==> config.mk <==
export PLATFORM = sky130hd
export DESIGN_NAME = xbus_master
export DESIGN_NICKNAME = d
export VERILOG_FILES = /design/src/rtl/xbm_pkg.sv /design/src/rtl/xbm_beat_calc.sv /design/src/rtl/xbm_beat_ctr.sv /design/src/rtl/xbm_seq.sv /design/src/rtl/xbus_master.sv
export SDC_FILE = /design/constraint.sdc
export NUM_CORES = 1
export LEC_CHECK = 0
export BUFFER_PORTS_ARGS = -buffer_cell sky130_fd_sc_hd__buf_2
export CORE_ASPECT_RATIO = 0.5
export CORE_MARGIN = 5
export CORE_UTILIZATION = 40
export CTS_CLUSTER_DIAMETER = 60
export CTS_CLUSTER_SIZE = 30
export DETAILED_ROUTE_END_ITERATION = 8
export PLACE_DENSITY = 0.77
export SKIP_LAST_GASP = 1
export SYNTH_ARGS = -nofsm -noshare
export SYNTH_HDL_FRONTEND = slang
export SYNTH_SLANG_ARGS = --single-unit
==> constraint.sdc <==
create_clock -name clk -period 2 [get_ports clk]
set_input_delay 0.3 -clock clk [delete_from_list [all_inputs] [get_ports clk]]
set_output_delay 0.3 -clock clk [all_outputs]
set_load 0.03 [all_outputs]
==> src/rtl/xbm_pkg.sv <==
package xbm_pkg;

   typedef enum logic [1:0] {
      PORT_W32 = 2'd0,
      PORT_W16 = 2'd1,
      PORT_W8  = 2'd2
   } port_e;

   typedef enum logic [1:0] {
      ST_IDLE,
      ST_ARB,
      ST_ADDR,
      ST_DATA
   } state_e;

   // log2 of the port width in bytes; unknown codes fall back to byte width
   function automatic logic [1:0] port_lg(input logic [1:0] code);
      case (port_e'(code))
         PORT_W32: port_lg = 2'd2;
         PORT_W16: port_lg = 2'd1;
         default:  port_lg = 2'd0;
      endcase
   endfunction

   // size code presented on the bus
   function automatic logic [1:0] port_tsize(input logic [1:0] code);
      case (port_e'(code))
         PORT_W32: port_tsize = 2'b00;
         PORT_W16: port_tsize = 2'b10;
         default:  port_tsize = 2'b01;
      endcase
   endfunction

endpackage

==> src/rtl/xbm_beat_calc.sv <==
module xbm_beat_calc #(
   parameter int LINE_BYTES = 32,
   localparam int LOW_W = $clog2(LINE_BYTES),
   localparam int CNT_W = LOW_W + 1
) (
   input  logic [LOW_W-1:0] offset,
   input  logic [1:0]       lg,
   input  logic             burst,
   output logic [CNT_W-1:0] beats
);
   logic [LOW_W-1:0] unit_off;
   logic [CNT_W-1:0] line_units;

   always_comb begin
      unit_off   = offset >> lg;
      line_units = CNT_W'(LINE_BYTES) >> lg;
      beats      = burst ? (line_units - CNT_W'(unit_off)) : CNT_W'(1);
   end
endmodule

==> src/rtl/xbm_beat_ctr.sv <==
module xbm_beat_ctr #(
   parameter int ADDR_W     = 32,
   parameter int LINE_BYTES = 32,
   localparam int LOW_W = $clog2(LINE_BYTES),
   localparam int CNT_W = LOW_W + 1
) (
   input  logic              clk,
   input  logic              rst_n,
   input  logic              load,
   input  logic [ADDR_W-1:0] load_addr,
   input  logic [1:0]        load_lg,
   input  logic              load_burst,
   input  logic              step,
   output logic [ADDR_W-1:0] beat_addr,
   output logic              last
);
   logic [CNT_W-1:0]  remaining;
   logic [CNT_W-1:0]  init_beats;
   logic [1:0]        lg_q;
   logic [ADDR_W-1:0] cur_addr;

   xbm_beat_calc #(.LINE_BYTES(LINE_BYTES)) u_calc (
      .offset (load_addr[LOW_W-1:0]),
      .lg     (load_lg),
      .burst  (load_burst),
      .beats  (init_beats)
   );

   always_ff @(posedge clk or negedge rst_n) begin
      if (!rst_n) begin
         remaining <= '0;
         lg_q      <= '0;
         cur_addr  <= '0;
      end else if (load) begin
         remaining <= init_beats;
         lg_q      <= load_lg;
         cur_addr  <= load_addr;
      end else if (step) begin
         remaining <= remaining - CNT_W'(1);
         cur_addr  <= cur_addr + (ADDR_W'(1) << lg_q);
      end
   end

   assign beat_addr = cur_addr;
   assign last      = (remaining == CNT_W'(1));


   beat_underflow_chk: assert property (@(posedge clk) disable iff (!rst_n)
      step |-> (remaining != '0));


   beat_last_drain_chk: assert property (@(posedge clk) disable iff (!rst_n)
      (step && last && !load) |=> (remaining == '0));
endmodule

==> src/rtl/xbm_seq.sv <==
module xbm_seq
   import xbm_pkg::*;
(
   input  logic clk,
   input  logic rst_n,
   input  logic req_valid,
   input  logic bus_grant,
   input  logic ta_in,
   input  logic last,
   output logic load,
   output logic ready,
   output logic strobe,
   output logic active,
   output logic ack
);
   state_e state_q, state_d;

   always_comb begin
      active  = (state_q == ST_ADDR) || (state_q == ST_DATA);
      strobe  = (state_q == ST_ADDR);
      ready   = (state_q == ST_IDLE);
      ack     = active && ta_in;
      load    = ready && req_valid;
      state_d = state_q;
      case (state_q)
         ST_IDLE: if (req_valid) state_d = ST_ARB;
         ST_ARB:  if (bus_grant) state_d = ST_ADDR;
         ST_ADDR: state_d = (ack && last) ? ST_IDLE : ST_DATA;
         ST_DATA: if (ack && last) state_d = ST_IDLE;
         default: state_d = ST_IDLE;
      endcase
   end

   always_ff @(posedge clk or negedge rst_n) begin
      if (!rst_n) state_q <= ST_IDLE;
      else        state_q <= state_d;
   end


   ts_single_chk: assert property (@(posedge clk) disable iff (!rst_n)
      strobe |=> !strobe);


   ts_after_gnt_chk: assert property (@(posedge clk) disable iff (!rst_n)
      $rose(strobe) |-> $past(bus_grant));


   no_load_busy_chk: assert property (@(posedge clk) disable iff (!rst_n)
      (active && !(ack && last)) |=> !ready);
endmodule

==> src/rtl/xbus_master.sv <==
module xbus_master
   import xbm_pkg::*;
#(
   parameter int ADDR_W     = 32,
   parameter int EXT_ADDR_W = 24,
   parameter int DATA_W     = 32,
   parameter int LINE_BYTES = 32
) (
   input  logic                  clk,
   input  logic                  rst_n,
   input  logic                  req_valid,
   output logic                  req_ready,
   input  logic                  req_write,
   input  logic                  req_burst,
   input  logic [ADDR_W-1:0]     req_addr,
   input  logic [1:0]            req_port,
   input  logic [DATA_W-1:0]     wr_data,
   output logic                  wr_take,
   output logic                  rsp_valid,
   output logic [DATA_W-1:0]     rsp_data,
   output logic                  beat_last,
   output logic [ADDR_W-1:0]     beat_addr,
   input  logic                  bus_grant,
   output logic                  ts_out,
   output logic [EXT_ADDR_W-1:0] addr_out,
   output logic                  rdwr_out,
   output logic                  burst_out,
   output logic [1:0]            tsize_out,
   output logic                  ctl_oe,
   output logic [DATA_W-1:0]     data_out,
   output logic                  data_oe,
   input  logic [DATA_W-1:0]     data_in,
   input  logic                  ta_in
);
   initial begin
      cfg_addr_chk: assert (EXT_ADDR_W > 0 && EXT_ADDR_W <= ADDR_W)
         else $error("external address wider than internal address");
      cfg_line_chk: assert (LINE_BYTES >= 4 && (LINE_BYTES & (LINE_BYTES - 1)) == 0)
         else $error("line size must be a power of two of at least 4");
      cfg_data_chk: assert (DATA_W >= 32)
         else $error("data path narrower than the widest port");
   end

   logic                  load, active, ack, last;
   logic                  wr_q, burst_q;
   logic [1:0]            port_q;
   logic [EXT_ADDR_W-1:0] ext_q;

   xbm_seq u_seq (
      .clk       (clk),
      .rst_n     (rst_n),
      .req_valid (req_valid),
      .bus_grant (bus_grant),
      .ta_in     (ta_in),
      .last      (last),
      .load      (load),
      .ready     (req_ready),
      .strobe    (ts_out),
      .active    (active),
      .ack       (ack)
   );

   xbm_beat_ctr #(.ADDR_W(ADDR_W), .LINE_BYTES(LINE_BYTES)) u_ctr (
      .clk        (clk),
      .rst_n      (rst_n),
      .load       (load),
      .load_addr  (req_addr),
      .load_lg    (port_lg(req_port)),
      .load_burst (req_burst),
      .step       (ack),
      .beat_addr  (beat_addr),
      .last       (last)
   );

   always_ff @(posedge clk or negedge rst_n) begin
      if (!rst_n) begin
         wr_q    <= 1'b0;
         burst_q <= 1'b0;
         port_q  <= '0;
         ext_q   <= '0;
      end else if (load) begin
         wr_q    <= req_write;
         burst_q <= req_burst;
         port_q  <= req_port;
         ext_q   <= req_addr[EXT_ADDR_W-1:0];
      end
   end

   assign addr_out  = ext_q;
   assign rdwr_out  = !wr_q;
   assign burst_out = burst_q;
   assign tsize_out = port_tsize(port_q);
   assign ctl_oe    = active;
   assign data_oe   = active && wr_q;
   assign data_out  = wr_data;
   assign rsp_data  = data_in;
   assign rsp_valid = ack && !wr_q;
   assign wr_take   = ack && wr_q;
   assign beat_last = ack && last;


   attr_hold_chk: assert property (@(posedge clk) disable iff (!rst_n)
      (ctl_oe && !ts_out) |-> $stable({addr_out, rdwr_out, burst_out, tsize_out}));


   oe_window_chk: assert property (@(posedge clk) disable iff (!rst_n)
      ts_out |-> ctl_oe);


   data_oe_dir_chk: assert property (@(posedge clk) disable iff (!rst_n)
      data_oe |-> (ctl_oe && !rdwr_out));


   ack_one_kind_chk: assert property (@(posedge clk) disable iff (!rst_n)
      $onehot0({rsp_valid, wr_take}));
endmodule

# Word level (Yosys, flattened, before mapping)
# Cells that the tools add are included.
[op_classes] add_sub_neg=3 eq_ne=9 n_shift=3 muxes=12 n_reduce_logical=13
[ops] op="2-to-1 mux 32 bit" n=2
[ops] op="adder 32 bit" n=1
[ops] op="left shift 1 x 2 -> 32 bit, first input constant" n=1
[ops] op="2-to-1 mux 6 bit" n=3
[ops] op="2-to-1 mux 2 bit" n=4
[ops] op="case mux 2 bit (2 select lines)" n=2
[ops] op="case mux 2 bit (4 select lines)" n=1
[ops] op="== test 2 x 1 -> 1 bit, second input constant" n=3
[ops] op="== test 6 x 1 -> 1 bit, second input constant" n=1
[ops] op="logical AND 1 bit" n=6
[ops] op="logical NOT 2 bit" n=3
[ops] op="inequality test 2 bit, second input constant" n=3
[ops] op="right shift 6 x 2 -> 6 bit, first input constant" n=1
[ops] op="subtractor 6 x 1 -> 6 bit, second input constant" n=1
[ops] op="subtractor 6 x 5 -> 6 bit" n=1
[ops] op="right shift 5 x 2 -> 5 bit" n=1
[ops] op="== test 2 bit, second input constant" n=2
[ops] op="AND reduction 3 bit" n=1
[ops] op="nonzero test 2 bit" n=1
[ops] op="logical NOT 1 bit" n=1
[ops] op="logical OR 1 bit" n=1
[totals] register_bits=70 input_bits=105 output_inout_bits=131 word_cells=48

# Longest topological paths before layout
[logic_depth] depth_word=6 ltp_mapped=10 ltp_nobuf=10

# Cells and area by module
# From an unflattened synthesis, not the netlist that was laid out.
[hier_totals] cells_unflattened=469 area_unflattened_um2=4620.7
[by_module_without_submodules] mod="xbm_beat_ctr" n_inst=1 cells_per_inst=292 area_each_um2=2571.2 seq_area_each_um2=1001.0
[by_module_without_submodules] mod="xbus_master" n_inst=1 cells_per_inst=132 area_each_um2=1671.6 seq_area_each_um2=700.7
[by_module_without_submodules] mod="xbm_beat_calc" n_inst=1 cells_per_inst=32 area_each_um2=266.5 seq_area_each_um2=0.0
[by_module_without_submodules] mod="xbm_seq" n_inst=1 cells_per_inst=13 area_each_um2=111.4 seq_area_each_um2=50.0

# Worst setup path before layout
# Ideal clock, no wire load.
[synth_path] path_type="flip-flop to flip-flop" startpoint="reg u_ctr.remaining[3]" endpoint="reg u_seq.state_q[1]" setup_ps=193 t_arrival_ps=2136 required_time_ps=1807 slack_ps=-329 stages_incl_launch_ff=4 path_buffers=0 synth_period_minus_slack_ps=2329 path_cell_list="dfrtp_1 or3_1 nor4b_1 mux2i_1"
[synth_via] elab_chain_len=4 word_cells_on_any_way=6 classes_between="2 x eq/ne; 2 x mux; 2 x reduce/logical"
[synth_lines] element="from (decl)" line_no="xbm_beat_ctr.sv:17" rtl="logic [CNT_W-1:0] remaining;"
[synth_lines] element="from (signal assigned)" line_no="xbm_beat_ctr.sv:35" rtl="remaining <= init_beats;"
[synth_lines] element="from (signal assigned)" line_no="xbm_beat_ctr.sv:39" rtl="remaining <= remaining - CNT_W'(1);"
[synth_lines] element="== test 6 x 1 -> 1 bit (*)" line_no="xbm_beat_ctr.sv:45" rtl="assign last = (remaining == CNT_W'(1));"
[synth_lines] element="logical AND 1 bit (*)"
[synth_lines] element="via beat_last" line_no="xbus_master.sv:21" rtl="output logic beat_last,"
[synth_lines] element="2-to-1 mux 2 bit / inequality test 2 bit (equally long branches)"
[synth_lines] element="case mux 2 bit (4 select lines) / AND reduction 3 bit (equally long branches)"
[synth_lines] element="to (signal assigned)" line_no="xbm_seq.sv:36" rtl="else state_q <= state_d;"
[synth_lines] element="to (decl)" line_no="xbm_seq.sv:16" rtl="state_e state_q, state_d;"
# Mark *: on every way through the listed nets, which the timed path passes. The rest lies on a longest branch.
# A chain may end at the register's enable or synchronous reset.

# Worst setup path in the final report
[layout_path] startpoint="reg u_ctr.lg_q[1]" endpoint="reg u_ctr.cur_addr[26], in the netlist u_ctr.beat_addr[26]"
[layout_via] elab_chain_len=4
[layout_lines] element="from (decl)" line_no="xbm_beat_ctr.sv:19" rtl="logic [1:0] lg_q;"
[layout_lines] element="from (signal assigned)" line_no="xbm_beat_ctr.sv:36" rtl="lg_q <= load_lg;"
[layout_lines] element="left shift 1 x 2 -> 32 bit" line_no="xbm_beat_ctr.sv:40" rtl="cur_addr <= cur_addr + (ADDR_W'(1) << lg_q);"
[layout_lines] element="adder 32 bit" line_no="xbm_beat_ctr.sv:40"
[layout_lines] element="2-to-1 mux 32 bit" line_no="xbm_beat_ctr.sv:38" rtl="end else if (step) begin"
[layout_lines] element="2-to-1 mux 32 bit" line_no="xbm_beat_ctr.sv:34" rtl="end else if (load) begin"
[layout_lines] element="to (signal assigned)" line_no="xbm_beat_ctr.sv:37" rtl="cur_addr <= load_addr;"
[layout_lines] element="to (signal assigned)" line_no="xbm_beat_ctr.sv:40"
[layout_lines] element="to (decl)" line_no="xbm_beat_ctr.sv:20" rtl="logic [ADDR_W-1:0] cur_addr;"
# No other way between the ends. The select of a mux whose other input is x is not followed.

==> flow_summary.toml <==
[sta]
max_freq_mhz = 454
fin_worst_skew_ns = 0.00734
timing.final.ws_setup_ns = -0.201
hold_viol_final = 6
holdWs_ns = -0.0110
setup_viol_count_final = 26
fin_crit_ns = 2.20
slew_viol_final = 0
rsz0062_at_grt = "true"
worst_pin_slew_ns = 0.565
slew_headroom = 0.622
min_period_over_period = 1.10

[drt]
m1WireLength_um = 4700
dr_total_vias = 3598
drtIter0Drc = 348
routed_wl_um = 12100
routedWlPerCell_um = 17.7
wl_met3_um = 1120
drc = 0
wl_met2_um = 6010
route.antenna.remaining_nets = 0
viasPerCell = 5.25
drt-pass1-iter-count = 5
highest_layer = "met4"

[layout]
drive_gt1_frac = 0.356
fin_util = 0.499
area_growth_syn_to_layout_pct = 22.2
antenna_cells = 0
finalNonFillerCells = 685
nNetsFinal = 655
finalInstanceArea_um2 = 5080
layout_commonest_cell = "buf_2"
final_cell_mix = "buf_2 (106), nand2_1 (100), dfrtp_1 (66)"

[synthesis]
synth_ff_type = "dfrtp_1"
ys_ff_latch = 70
syn_area_per_cell_um2 = 8.81
ys_seq_area_frac = 0.421
synth.distinct_cells = 52
synthArstFlopShare = 1.00
synth-edff-count = 0
synth_area_um2 = 4160
syn_nets = 586
yosysWarningCount = 0
netlist_instances = 472

[setup_path]
arrival_ns = 2.38
crit_fanout = 5
end_kind = "flop"
critPathRequiredTime_ns = 2.18
start_kind = "flop"
worstSetupPathType = "reg -> reg"

[floorplan]
die_w_um = 154
rows = 26
io_pins = 236
coreArea_um2 = 10200
die_h_um = 82.1
die-area_um2 = 12700
start_util = 0.408

[placement]
gp_congestion = 0.826
post-dp-hpwl_um = 8790
io_buffers = 107
placed_cells_incl_taps = 661
place_area_um2 = 4510
dp_slack_ns = -0.236

[clock_tree]
cts_max_path_buffers = 2
tritoncts = "built"
clk_latency_ns = 0.33
htreeDepth = 3
cts_buffers = 9
clk_pin_slew_ns = 0.05
cts.sinks = 70
root_buffer = "clkbuf_16"

[flow_run]
max_cap_violations = 0

[status]
violations = "negative hold slack, negative setup slack"
status = "finished, violations left"

[global_route]
track_usage = 0.181
grt_max_degree = 71
overflow = 0
first_global_vias = 3518
antenna_found_initial = 0
grt_pass1_wl_um = 18400

[power_and_ir_drop]
leakage_uw = 0.00250
ir_drop_v = 0.000552
power_density_nw_per_um2 = 1260

[min_path]
hold_class = "in -> async"
[through the flow]
step	setup TNS [ns]	power (uW)
finish	-2.97	6410
CTS	-1.96	6330
global route	-5.73	6780
detailed placement	-2.96	4790
global placement	-0.914	4720
floorplan	-0.0612	4110
[critical path: stages, from the launching register on]
cell       delay [ns]
dfrtp_2          0.43
nor2_2           0.12
ha_2             0.20
fa_2             0.20
a211o_1          0.20
o2111ai_4        0.20
or4_1            0.47
xor2_1           0.15
a21oi_1          0.08
[cell families after synthesis]
logic type      share of synthesized area
simple gates                        0.229
buf+inv                             0.140
compound gates                      0.107
flops                               0.421
xor+xnor                           0.0632
fa+ha+maj                          0.0289
mux                               0.00963
other cells                      0.000902
[area by class of cell]
cell class | instances | area (um2)
clock inverters | 2 | 10.0
clock buffers | 13 | 250
multi-input cells | 316 | 2050
well taps | 140 | 175
fillers | 881 | 5100
inverters | 5 | 18.8
flip-flops and latches | 70 | 1760
repair buffers | 139 | 821
[sequential cells by signal, summed over array words and instances (netlist names)]
| register | cells |
|---|---|
| addr_out | 24 |
| burst_out | 1 |
| port_q | 2 |
| u_ctr.beat_addr | 32 |
| u_ctr.lg_q | 2 |
| u_ctr.remaining | 6 |
| u_seq.state_q | 2 |
| wr_q | 1 |
[synthesized netlist by cell type, types with 4 or more instances]
master | count | area (um2)
nand2_1 | 102 | 383
dfrtp_1 | 70 | 1750
buf_4 | 65 | 488
o21ai_0 | 30 | 150
nor2_1 | 24 | 90.1
a21oi_1 | 19 | 95.1
xnor2_1 | 18 | 158
nand3_1 | 15 | 75.1
nor3_1 | 12 | 60.1
xor2_1 | 12 | 105
clkbuf_1 | 11 | 41.3
ha_1 | 8 | 100
inv_1 | 5 | 18.8
nand4_1 | 5 | 31.3
nor4_1 | 5 | 31.3
o211ai_1 | 5 | 37.5
and2_1 | 4 | 25.0
mux2i_1 | 4 | 40.0
nor2b_1 | 4 | 25.0
[routing by layer]
| layer | vias up | global-route usage |
|---|---|---|
| met5 | - | 0 |
| met4 | 0 | 0.0731 |
| met3 | 45 | 0.0625 |
| met2 | 172 | 0.304 |
| met1 | 1693 | 0.217 |
| li1 | 1688 | - |
[path summary, 6_finish.rpt]
path / slack, ns / cells after the start / start / to
worst min-delay path: -0.01 / 2 / rst_n / port_q[1]
worst max register to register: -0.20 / 8 / u_ctr.lg_q[1] / u_ctr.beat_addr[26]
worst max-delay path: -0.20 / 8 / u_ctr.lg_q[1] / u_ctr.beat_addr[26]
worst min register to register: 0.47 / 2 / addr_out[15] / addr_out[15]
max in group asynchronous: 1.70 / 2 / rst_n / addr_out[13]
min in group clk: 0.18 / 3 / req_addr[20] / addr_out[20]
[report_power, final]
group	internal [uW]	switching, uW
Combinational	983	1690
Clock	862	558
Sequential	1870	444
Total	3710	2690
[repair_timing]
| action | 4_1_cts | 5_1_grt |
|---|---|---|
| endpoints found under the setup margin | 28 | 28 |
| pin swaps | 10 | 21 |
| buffers inserted | 5 | 5 |
| hold buffers | 0 | 0 |
| hold endpoints to repair | 0 | 0 |
| gates resized for setup | 32 | 30 |
Power figures use the tool's default switching activity.
